**src/rtl/r4mul_pkg.sv**
```systemverilog
package r4mul_pkg;

  // Strobes from the control to the datapath
  typedef struct packed {
    logic loadOps;   // capture operands and mode
    logic loadProd;  // capture the resolved product
  } ctlStrobes_t;

  // One radix-4 recoded digit: magnitude select plus sign
  typedef struct packed {
    logic neg;
    logic one;
    logic two;
  } boothDigit_t;

  // grp = {upper, middle, lower} bits of an overlapping triplet
  function automatic boothDigit_t recodeGroup(input logic [2:0] grp);
    boothDigit_t dig;
    dig.one = grp[1] ^ grp[0];
    dig.two = (grp[2] & ~grp[1] & ~grp[0]) | (~grp[2] & grp[1] & grp[0]);
    dig.neg = grp[2] & ~(grp[1] & grp[0]);
    return dig;
  endfunction

endpackage

```
**src/rtl/r4mul_ctrl.sv**
```systemverilog
module r4mul_ctrl
  import r4mul_pkg::*;
(
  input  logic        clk,
  input  logic        rstN,
  input  logic        reqValid,
  output ctlStrobes_t strobes,
  output logic        resValid
);

  logic stageOneQ;

  always_ff @(posedge clk or negedge rstN) begin
    if (!rstN) begin
      stageOneQ <= 1'b0;
      resValid  <= 1'b0;
    end else begin
      stageOneQ <= reqValid;
      resValid  <= stageOneQ;
    end
  end

  always_comb begin
    strobes.loadOps  = reqValid;
    strobes.loadProd = stageOneQ;
  end

  AST_RESULT_FOLLOWS: assert property (@(posedge clk) disable iff (!rstN)
    reqValid |=> ##1 resValid);

  AST_RESULT_HAS_SOURCE: assert property (@(posedge clk) disable iff (!rstN)
    resValid |-> $past(reqValid, 2));

endmodule

```
**src/rtl/r4mul_csa.sv**
```systemverilog
module r4mul_csa #(
  parameter int WIDTH = 16
) (
  input  logic [WIDTH-1:0] inX,
  input  logic [WIDTH-1:0] inY,
  input  logic [WIDTH-1:0] inZ,
  output logic [WIDTH-1:0] sumV,
  output logic [WIDTH-1:0] carryV
);

  logic [WIDTH-1:0] majV;

  always_comb begin
    sumV   = inX ^ inY ^ inZ;
    majV   = (inX & inY) | (inX & inZ) | (inY & inZ);
    carryV = majV << 1;  // weight doubles; overflow past WIDTH is dropped (modular)
  end

endmodule

```
**src/rtl/r4mul_cla.sv**
```systemverilog
module r4mul_cla #(
  parameter int WIDTH = 16,
  parameter int GROUP = 4
) (
  input  logic [WIDTH-1:0] addA,
  input  logic [WIDTH-1:0] addB,
  output logic [WIDTH-1:0] sumOut
);

  localparam int NGRP = WIDTH / GROUP;

  // Carry into position n of a generate/propagate chain, flattened to two levels
  function automatic logic lookCarry(input logic [WIDTH-1:0] genV,
                                     input logic [WIDTH-1:0] propV,
                                     input logic cin, input int n);
    logic acc;
    logic term;
    acc = cin;
    for (int m = 0; m < WIDTH; m++) if (m < n) acc &= propV[m];
    for (int k = 0; k < WIDTH; k++) begin
      if (k < n) begin
        term = genV[k];
        for (int m = 0; m < WIDTH; m++) if (m > k && m < n) term &= propV[m];
        acc |= term;
      end
    end
    return acc;
  endfunction

  logic [WIDTH-1:0] bitG, bitP, bitC;
  logic [NGRP-1:0]  grpG, grpP, grpCin;

  assign bitG = addA & addB;
  assign bitP = addA ^ addB;

  for (genvar q = 0; q < NGRP; q++) begin : g_grp
    assign grpG[q] = lookCarry(WIDTH'(bitG[q*GROUP +: GROUP]),
                               WIDTH'(bitP[q*GROUP +: GROUP]), 1'b0, GROUP);
    assign grpP[q] = &bitP[q*GROUP +: GROUP];
    assign grpCin[q] = lookCarry(WIDTH'(grpG), WIDTH'(grpP), 1'b0, q);
    for (genvar j = 0; j < GROUP; j++) begin : g_bit
      assign bitC[q*GROUP + j] = lookCarry(WIDTH'(bitG[q*GROUP +: GROUP]),
                                           WIDTH'(bitP[q*GROUP +: GROUP]),
                                           grpCin[q], j);
    end
  end

  assign sumOut = bitP ^ bitC;

endmodule

```
**src/rtl/r4mul_dp.sv**
```systemverilog
module r4mul_dp
  import r4mul_pkg::*;
#(
  parameter int W = 8
) (
  input  logic          clk,
  input  logic          rstN,
  input  ctlStrobes_t   strobes,
  input  logic          signedMode,
  input  logic [W-1:0]  opA,
  input  logic [W-1:0]  opB,
  output logic [2*W-1:0] product
);

  localparam int PW    = 2 * W;     // product width
  localparam int XW    = W + 2;     // extended operand width
  localparam int NDIG  = W / 2 + 1; // recoded digits
  localparam int NROWS = NDIG + 1;  // partial products plus increment row
  localparam int NCSA  = NROWS - 2; // compressor stages

  logic [W-1:0]  aReg, bReg;
  logic          modeReg;
  logic [XW-1:0] aExt, bExt;
  logic [XW:0]   bPad;
  boothDigit_t   digitV [NDIG];
  logic [NDIG-1:0] negV;
  logic [PW-1:0] rowV [NROWS];
  logic [PW-1:0] incRow;
  logic [PW-1:0] csaSum [NCSA];
  logic [PW-1:0] csaCar [NCSA];
  logic [PW-1:0] resolved;

  always_ff @(posedge clk or negedge rstN) begin
    if (!rstN) begin
      aReg    <= '0;
      bReg    <= '0;
      modeReg <= 1'b0;
    end else if (strobes.loadOps) begin
      aReg    <= opA;
      bReg    <= opB;
      modeReg <= signedMode;
    end
  end

  assign aExt = modeReg ? {{2{aReg[W-1]}}, aReg} : {2'b00, aReg};
  assign bExt = modeReg ? {{2{bReg[W-1]}}, bReg} : {2'b00, bReg};
  assign bPad = {bExt, 1'b0};

  for (genvar d = 0; d < NDIG; d++) begin : g_digit
    logic [XW-1:0] mulSel;
    logic [XW-1:0] ppRaw;
    assign digitV[d] = recodeGroup(bPad[2*d +: 3]);
    assign negV[d]   = digitV[d].neg;
    assign mulSel    = digitV[d].two ? (aExt << 1) :
                       digitV[d].one ? aExt : '0;
    assign ppRaw     = digitV[d].neg ? ~mulSel : mulSel;
    assign rowV[d]   = PW'($signed(ppRaw)) << (2 * d);

    AST_DIGIT_SINGLE_MULTIPLE: assert property (@(posedge clk) disable iff (!rstN)
      $onehot0({digitV[d].one, digitV[d].two}));
  end

  always_comb begin
    incRow = '0;
    for (int d = 0; d < NDIG; d++) incRow[2*d] = negV[d];
  end
  assign rowV[NDIG] = incRow;

  for (genvar k = 0; k < NCSA; k++) begin : g_csa
    if (k == 0) begin : g_first
      r4mul_csa #(.WIDTH(PW)) i_csa (
        .inX(rowV[0]), .inY(rowV[1]), .inZ(rowV[2]),
        .sumV(csaSum[k]), .carryV(csaCar[k])
      );
    end else begin : g_next
      r4mul_csa #(.WIDTH(PW)) i_csa (
        .inX(csaSum[k-1]), .inY(csaCar[k-1]), .inZ(rowV[k+2]),
        .sumV(csaSum[k]), .carryV(csaCar[k])
      );
    end
  end

  r4mul_cla #(.WIDTH(PW), .GROUP(4)) i_cla (
    .addA(csaSum[NCSA-1]),
    .addB(csaCar[NCSA-1]),
    .sumOut(resolved)
  );

  always_ff @(posedge clk or negedge rstN) begin
    if (!rstN) product <= '0;
    else if (strobes.loadProd) product <= resolved;
  end

  function automatic logic [PW-1:0] refMul(input logic [W-1:0] x,
                                           input logic [W-1:0] y,
                                           input logic sgn);
    logic signed [PW-1:0] sx, sy;
    sx = PW'($signed(x));
    sy = PW'($signed(y));
    if (sgn) return PW'(sx * sy);
    return PW'(x) * PW'(y);
  endfunction

  AST_UNSIGNED_PRODUCT: assert property (@(posedge clk) disable iff (!rstN)
    (strobes.loadProd && !modeReg) |=> product == $past(refMul(aReg, bReg, 1'b0)));

  AST_SIGNED_PRODUCT: assert property (@(posedge clk) disable iff (!rstN)
    (strobes.loadProd && modeReg) |=> product == $past(refMul(aReg, bReg, 1'b1)));

  AST_PRODUCT_HOLD: assert property (@(posedge clk) disable iff (!rstN)
    !strobes.loadProd |=> $stable(product));

  AST_CAPTURE_HOLD: assert property (@(posedge clk) disable iff (!rstN)
    !strobes.loadOps |=> $stable({aReg, bReg, modeReg}));

  AST_SIGNED_TOP_DIGIT_ZERO: assert property (@(posedge clk) disable iff (!rstN)
    modeReg |-> (digitV[NDIG-1] == '0));

endmodule

```
**src/rtl/r4_booth_mult.sv**
```systemverilog
module r4_booth_mult
  import r4mul_pkg::*;
#(
  parameter int W = 8
) (
  input  logic          clk,
  input  logic          rstN,
  input  logic          reqValid,
  input  logic          signedMode,
  input  logic [W-1:0]  opA,
  input  logic [W-1:0]  opB,
  output logic          resValid,
  output logic [2*W-1:0] product
);

  ctlStrobes_t strobes;

  r4mul_ctrl i_ctrl (
    .clk(clk), .rstN(rstN), .reqValid(reqValid),
    .strobes(strobes), .resValid(resValid)
  );

  r4mul_dp #(.W(W)) i_dp (
    .clk(clk), .rstN(rstN), .strobes(strobes), .signedMode(signedMode),
    .opA(opA), .opB(opB), .product(product)
  );

endmodule

```
**config.mk**
```make
export PLATFORM = sky130hd
export DESIGN_NAME = r4_booth_mult
export DESIGN_NICKNAME = d
export VERILOG_FILES = /design/src/rtl/r4mul_pkg.sv /design/src/rtl/r4mul_ctrl.sv /design/src/rtl/r4mul_csa.sv /design/src/rtl/r4mul_cla.sv /design/src/rtl/r4mul_dp.sv /design/src/rtl/r4_booth_mult.sv
export SDC_FILE = /design/constraint.sdc
export NUM_CORES = 1
export LEC_CHECK = 0
export BUFFER_PORTS_ARGS = -buffer_cell sky130_fd_sc_hd__buf_2
export CAP_MARGIN = 40
export CORE_MARGIN = 3
export CORE_UTILIZATION = 60
export CTS_CLUSTER_DIAMETER = 80
export CTS_CLUSTER_SIZE = 12
export DETAILED_ROUTE_END_ITERATION = 10
export PLACE_DENSITY = 0.85
export SYNTH_ARGS = -nofsm -noshare
export SYNTH_HDL_FRONTEND = slang
export SYNTH_SLANG_ARGS = --single-unit
```
**constraint.sdc**
```tcl
create_clock -name clk -period 6.17 [get_ports clk]
set_input_delay 0.9255 -clock clk [delete_from_list [all_inputs] [get_ports clk]]
set_output_delay 0.9255 -clock clk [all_outputs]
set_load 0.05 [all_outputs]
```
Word level (Yosys, flattened, before mapping)
Cells that the tools add are included.
{ "word_totals": {"mem_bits_ro": 0, "ff_bits": 35, "input_bits": 20, "out_inout_bits": 17, "latchBits": 0, "mem_count": 0, "wordCells": 174, "mem_bits_rw": 0} }
{ "classes": {"add_sub_neg": 0, "order_cmp": 0, "div_mod_pow": 0, "mul": 0, "muxes": 17, "eq_ne": 0, "n_bitwise": 149, "n_shift": 0, "n_reduce_logical": 2} }
{ "op_table": {"columns": ["op", "count"], "rows": [
  ["$and 15x15->15", 11],
  ["$xor 16x16->16", 9],
  ["$mux 10", 14],
  ["$or 15x15->15", 8],
  ["$and 1x1->1", 58],
  ["$not 10->10", 4],
  ["$or 1x1->1", 37],
  ["$and 15x9->15", 2],
  ["$mux 8", 3],
  ["$xor 16x9->16", 1],
  ["$not 1->1", 14],
  ["$not 8->8", 1],
  ["$reduce_and 4->1", 2],
  ["$xor 1x1->1", 4]
]} }

Depth between registers and ports, before layout
{ "logic_depth": {"ltp_word": 38, "ltp_mapped": 22, "mapped_depth_nobuf": 22} }

Modules after synthesis
From an unflattened synthesis, not the netlist that was laid out.
{ "unflattened": {"cells_unflattened": 449, "hier_area_um2": 4931.0} }
{ "by_module_without_submodules": {"columns": ["module", "n_inst", "cells_each", "area_each_um2", "seq_area_each_um2"], "rows": [
  ["r4mul_dp", 1, 308, 2929.1, 825.8],
  ["r4mul_csa", 4, 18, 335.3, 0.0],
  ["r4mul_cla", 1, 65, 595.6, 0.0],
  ["r4mul_ctrl", 1, 4, 65.1, 50.0]
]} }

Worst setup path after synthesis
OpenSTA, ideal clock, no wires.
{ "synth_path": {"path_type": "reg2reg", "from": "register i_dp.bReg[5]", "to": "register i_dp.product[15]", "required_time_ps": 6045, "stages_incl_launch_ff": 22, "setup_slack_ps": 501, "setup_ps": 125, "arrival_time_ps": 5544, "synth_period_minus_slack_ps": 5669, "path_buffers": 1, "path_cell_list": "dfrtp_1 and3b_1 a21oi_1 clkbuf_1 a31oi_1 xor2_1 fa_1 inv_1 fa_1 inv_1 fa_1 inv_1 fa_1 ha_1 o211ai_1 a32oi_1 ha_1 o21ai_0 a21oi_1 xor2_1 xnor3_1 mux2_4"} }
{ "synth_between": {"elab_chain_len": 35, "word_cells_on_any_way": 85, "classes_between": "6 x mux; 77 x bitwise; 2 x reduce/logical"} }
{ "synth_rtl": {"columns": ["item", "line", "rtl"], "rows": [
  ["start: declaration", "r4mul_dp.sv:21", "logic [W-1:0] aReg, bReg;"],
  ["start signal: assignment", "r4mul_dp.sv:40", "bReg <= opB;"],
  ["$mux 10 *", "r4mul_dp.sv:46", "assign bExt = modeReg ? {{2{bReg[W-1]}}, bReg} : {2'b00, bReg};"],
  ["$not 1->1", "r4mul_pkg.sv:20", "dig.two = (grp[2] & ~grp[1] & ~grp[0]) | (~grp[2] & grp[1] & grp[0]);"],
  ["$and 1x1->1 (2 in a row)", "r4mul_pkg.sv:20", null],
  ["$or 1x1->1", "r4mul_pkg.sv:20", null],
  ["$mux 10", "r4mul_dp.sv:54", "assign mulSel = digitV[d].two ? (aExt << 1) :"],
  ["$not 10->10", "r4mul_dp.sv:56", "assign ppRaw = digitV[d].neg ? ~mulSel : mulSel;"],
  ["$mux 10", "r4mul_dp.sv:56", null],
  ["$and 15x15->15", "r4mul_csa.sv:15", "majV = (inX & inY) | (inX & inZ) | (inY & inZ);"],
  ["[8 not listed]", null, null],
  ["$and 15x15->15", "r4mul_csa.sv:15", null],
  ["$or 15x15->15 (2 in a row)", "r4mul_csa.sv:15", null],
  ["$and 15x15->15 / $xor 16x16->16 (equally long branches)", "r4mul_cla.sv:33, r4mul_cla.sv:34", null],
  ["$and 1x1->1 (3 in a row)", "r4mul_cla.sv:23", "for (int m = 0; m < WIDTH; m++) if (m > k && m < n) term &= propV[m];"],
  ["$or 1x1->1 (4 in a row)", "r4mul_cla.sv:24", "acc |= term;"],
  ["$and 1x1->1 (3 in a row)", "r4mul_cla.sv:19", "for (int m = 0; m < WIDTH; m++) if (m < n) acc &= propV[m];"],
  ["$or 1x1->1 (3 in a row)", "r4mul_cla.sv:24", null],
  ["$xor 16x16->16 *", "r4mul_cla.sv:48", "assign sumOut = bitP ^ bitC;"],
  ["end signal: assignment", "r4mul_dp.sv:91", "else if (strobes.loadProd) product <= resolved;"],
  ["end: declaration", "r4mul_dp.sv:12", "output logic [2*W-1:0] product"]
]} }
Every way passes the cells marked *; elsewhere a longest branch is shown, timed or not.
A chain may end at the register's enable or synchronous reset.

Final worst setup path
Same ends and word-level chain as after synthesis.

==> out/summary.txt <==
TIMING
-------------------------------------------------------------------------------------------------
Post-layout worst setup margin                                                           0.454 ns
Number of slew-limit violations in the final report                                             0
Final setup fails                                                                               0
Transition at the pin with the smallest max-transition slack                             0.799 ns
Fin crit share                                                                              92.6%
Number of endpoints with negative hold slack in the final report                                0
Total negative slack                                                                         0 ns
Setup repair after global routing missed its margin                                         false
Slew Limit Headroom                                                                         46.7%
Clk_skew                                                                               0.00844 ns
Shortest clock period the worst path allows after layout                                  5.72 ns
Peak Freq                                                                                 175 MHz

FLOORPLAN
-------------------------------------------------------------------------------------------------
DIE AREA                                                                                7270 um^2
Placeable core region                                                                   5990 um^2
Number of rows in the core area                                                                28
Number of primary I/O pins                                                                     37
Starting utilization of the core area                                                       63.0%
Floorplan die width                                                                       85.3 um
Vertical die dimension                                                                    85.3 um

SYNTHESIS
-------------------------------------------------------------------------------------------------
Yosys top cell area share                                                                   23.2%
EDFF count, synth                                                                               0
Number of distinct library cell variants in the gate-level netlist after synthesis             33
Cells taking the most area after synthesis                                           dfrtp_1, fa_1, ha_1, mux2_2, xnor2_1
Leading register cell type out of synthesis                                               dfrtp_1
Sequential area share after synthesis                                                       23.2%
Synth Warn #                                                                                    0
Ys async rst share                                                                           100%
Nets in the synthesized netlist                                                               479
Syn Inst Count                                                                                388
Synthesized cell area                                                                   3770 um^2
Cell with the most instances after synthesis                                                inv_1
Mean post-synth cell area                                                               9.72 um^2
Synth top cells by count                                                             inv_1, ha_1, dfrtp_1
Number of flip-flops and latches in the synthesized netlist                                    35
Most area-hungry cell type in the Yosys netlist                                           dfrtp_1

CLOCK TREE
-------------------------------------------------------------------------------------------------
Hold-fix buffer count after cts                                                                 0
Clock Pin Slew Worst Setup and Hold Paths                                                 0.08 ns
Clock Latency Late Sink                                                                   0.29 ns
H-tree depth reported by CTS                                                                    2
Cell at the root of the clock tree                                                       clkbuf_8
CTS Sinks                                                                                      35
Maximum number of buffers from clock root to sink                                               2
Inserted Clock Buffers                                                                          5
Number of gates given a new drive strength after cts                                            0
Setup Fix Bufs, Post-CTS                                                                        0
Clock tree from TritonCTS                                                                   built

GLOBAL ROUTE
-------------------------------------------------------------------------------------------------
Number of antenna violations at the first check in global routing                               0
Total global-route track usage                                                              21.0%
Vias in the first global route                                                               2714
GRT Residual Overflow                                                                           0
Pin count of the biggest net entering global routing                                           36
Wire length of the first global-routing pass                                             12400 um

DRT
-------------------------------------------------------------------------------------------------
Final routed DRC violation total                                                                0
Average routed wire per standard cell                                                     14.2 um
Vias post-DR                                                                                 2653
Number of search-and-repair iterations in the first detailed-routing pass                       4
Number of DRC markers in iteration 0                                                           80
Antenna viol nets, final                                                                        0
Routed WL                                                                                 6940 um
Per-cell via count in the routed design                                                      5.43

HOLD PATH
-------------------------------------------------------------------------------------------------
Path category of the worst min-delay check                                             reg -> reg
Startpoint of the lowest-slack hold path                                             i_dp.product[8]
Worst hold path depth                                                                           1

PLACE
-------------------------------------------------------------------------------------------------
Placement Setup Slack                                                                    0.458 ns
I/O Buffers                                                                                    36
Area after DPL                                                                          4000 um^2
Total placed cells including tap cells                                                        481
Final Wtd Congestion                                                                        0.824
Total half-perimeter wirelength after legalization and detailed placement                 5730 um

WORST SETUP PATH
-------------------------------------------------------------------------------------------------
Kind of end point of the critical path                                                  flip-flop
Startpoint-to-endpoint class of the critical path                                      reg -> reg
Startpoint of the worst-slack reg-to-reg timing path                                 i_dp.bReg[5]
Data required time at the worst endpoint                                                  6.35 ns
CP Max Fanout                                                                                  17
Worst Reg2Reg Path Length in Cells                                                             22
Worst endpoint data arrival time                                                          5.89 ns
Startpoint Class                                                                        flip-flop
Critical path startpoint                                                             i_dp.bReg[5]

LAYOUT
-------------------------------------------------------------------------------------------------
Share of post-route cells with drive strength above 1                                       19.1%
Final instance area                                                                     4090 um^2
Combined flip-flop and latch cell area                                                   876 um^2
Final instance count without filler cells                                                     489
Final nets                                                                                    504
Area growth from synthesis to layout                                                        8.33%
Fill count                                                                                    482
Area of the multi-input gates                                                           2630 um^2
N_diodes                                                                                        0

FLOW RUN
-------------------------------------------------------------------------------------------------
Max Cap Viol                                                                                    0

OUTCOME
-------------------------------------------------------------------------------------------------
Run status                                                                              completed

[final cells by class]
type	instances	area share [%]
Sequential cell	35	21.4
Clock buffer	6	1.78
Timing Repair Buffer	42	5.51
Tap cell	75	2.30
Inverter	47	4.32
Clock inverter	2	0.306
Multi-Input combinational cell	282	64.4
[logic make-up (layout without fill, tap and decap cells)]
kind of cell,Yosys count,after routing,synth area share (%)
buf+inv,71,97,7.06
compound gates,53,53,8.26
fa+ha+maj,71,71,29.9
xor+xnor,49,49,11.7
simple gates,79,79,11.0
other cells,1,1,0.0994
flops,35,35,23.2
mux,29,29,8.66
[per-layer routing]
layer	global-route usage, %	share of wire [%]
met4	5.04	1.1
met2	35.4	49
met1	28.6	47
met3	3.11	3.0
met5	0	0
[final timing paths]
kind                       slack, ns                to
setup / recovery                0.45  i_dp.product[15]
hold / removal                  0.50   i_dp.product[8]
setup reg to reg                0.45  i_dp.product[15]
hold reg to reg                 0.50   i_dp.product[8]
max in group asynchronous       4.95      i_dp.bReg[4]
min in group asynchronous       0.70  i_dp.product[15]
[placed cells by master (no fill, tap or decap), types with 10 or more instances in the layout]
cell	n
dfrtp_1	35
inv_1	46
fa_1	32
o21ai_0	16
a21oi_1	16
xor2_1	21
nand2_1	26
nand3_1	10
nor2b_1	21
buf_2	36
xnor2_1	27
a31oi_1	15
mux2_2	25
ha_1	39
[critical path: stages (launching register included)]
cell and delay (ns):
dfrtp_1 0.44, and3b_1 0.20, a21oi_1 0.11, buf_4 0.21
nor2b_1 0.06, a31oi_1 0.16, xor2_1 0.19, fa_1 0.46
fa_1 0.55, inv_1 0.04, ha_1 0.30, fa_1 0.49
ha_1 0.35, o21ai_0 0.09, a21boi_0 0.13, o211ai_1 0.26
a32oi_1 0.14, ha_1 0.21, o21ai_0 0.25, a21oi_1 0.12
xor2_1 0.15, xnor3_1 0.41, mux2_4 0.26
[through the flow]
step / hold slack [ns] / util (%)
after CTS: 0.508 / 68.2
after global placement: 0.485 / 66.8
after detailed placement: 0.491 / 66.8
after floorplan: 0.352 / -
final: 0.503 / 68.2
after global routing: 0.525 / 68.2
[sequential cells by signal, summed over array words and instances, names as in the netlist]
register          cells
i_ctrl.stageOneQ      1
i_dp.bReg             8
i_dp.modeReg          1
i_ctrl.resValid       1
i_dp.aReg             8
i_dp.product         16
Power is not shown: default switching activity piles up to over one toggle a cycle in this logic, so the estimate is an artifact.
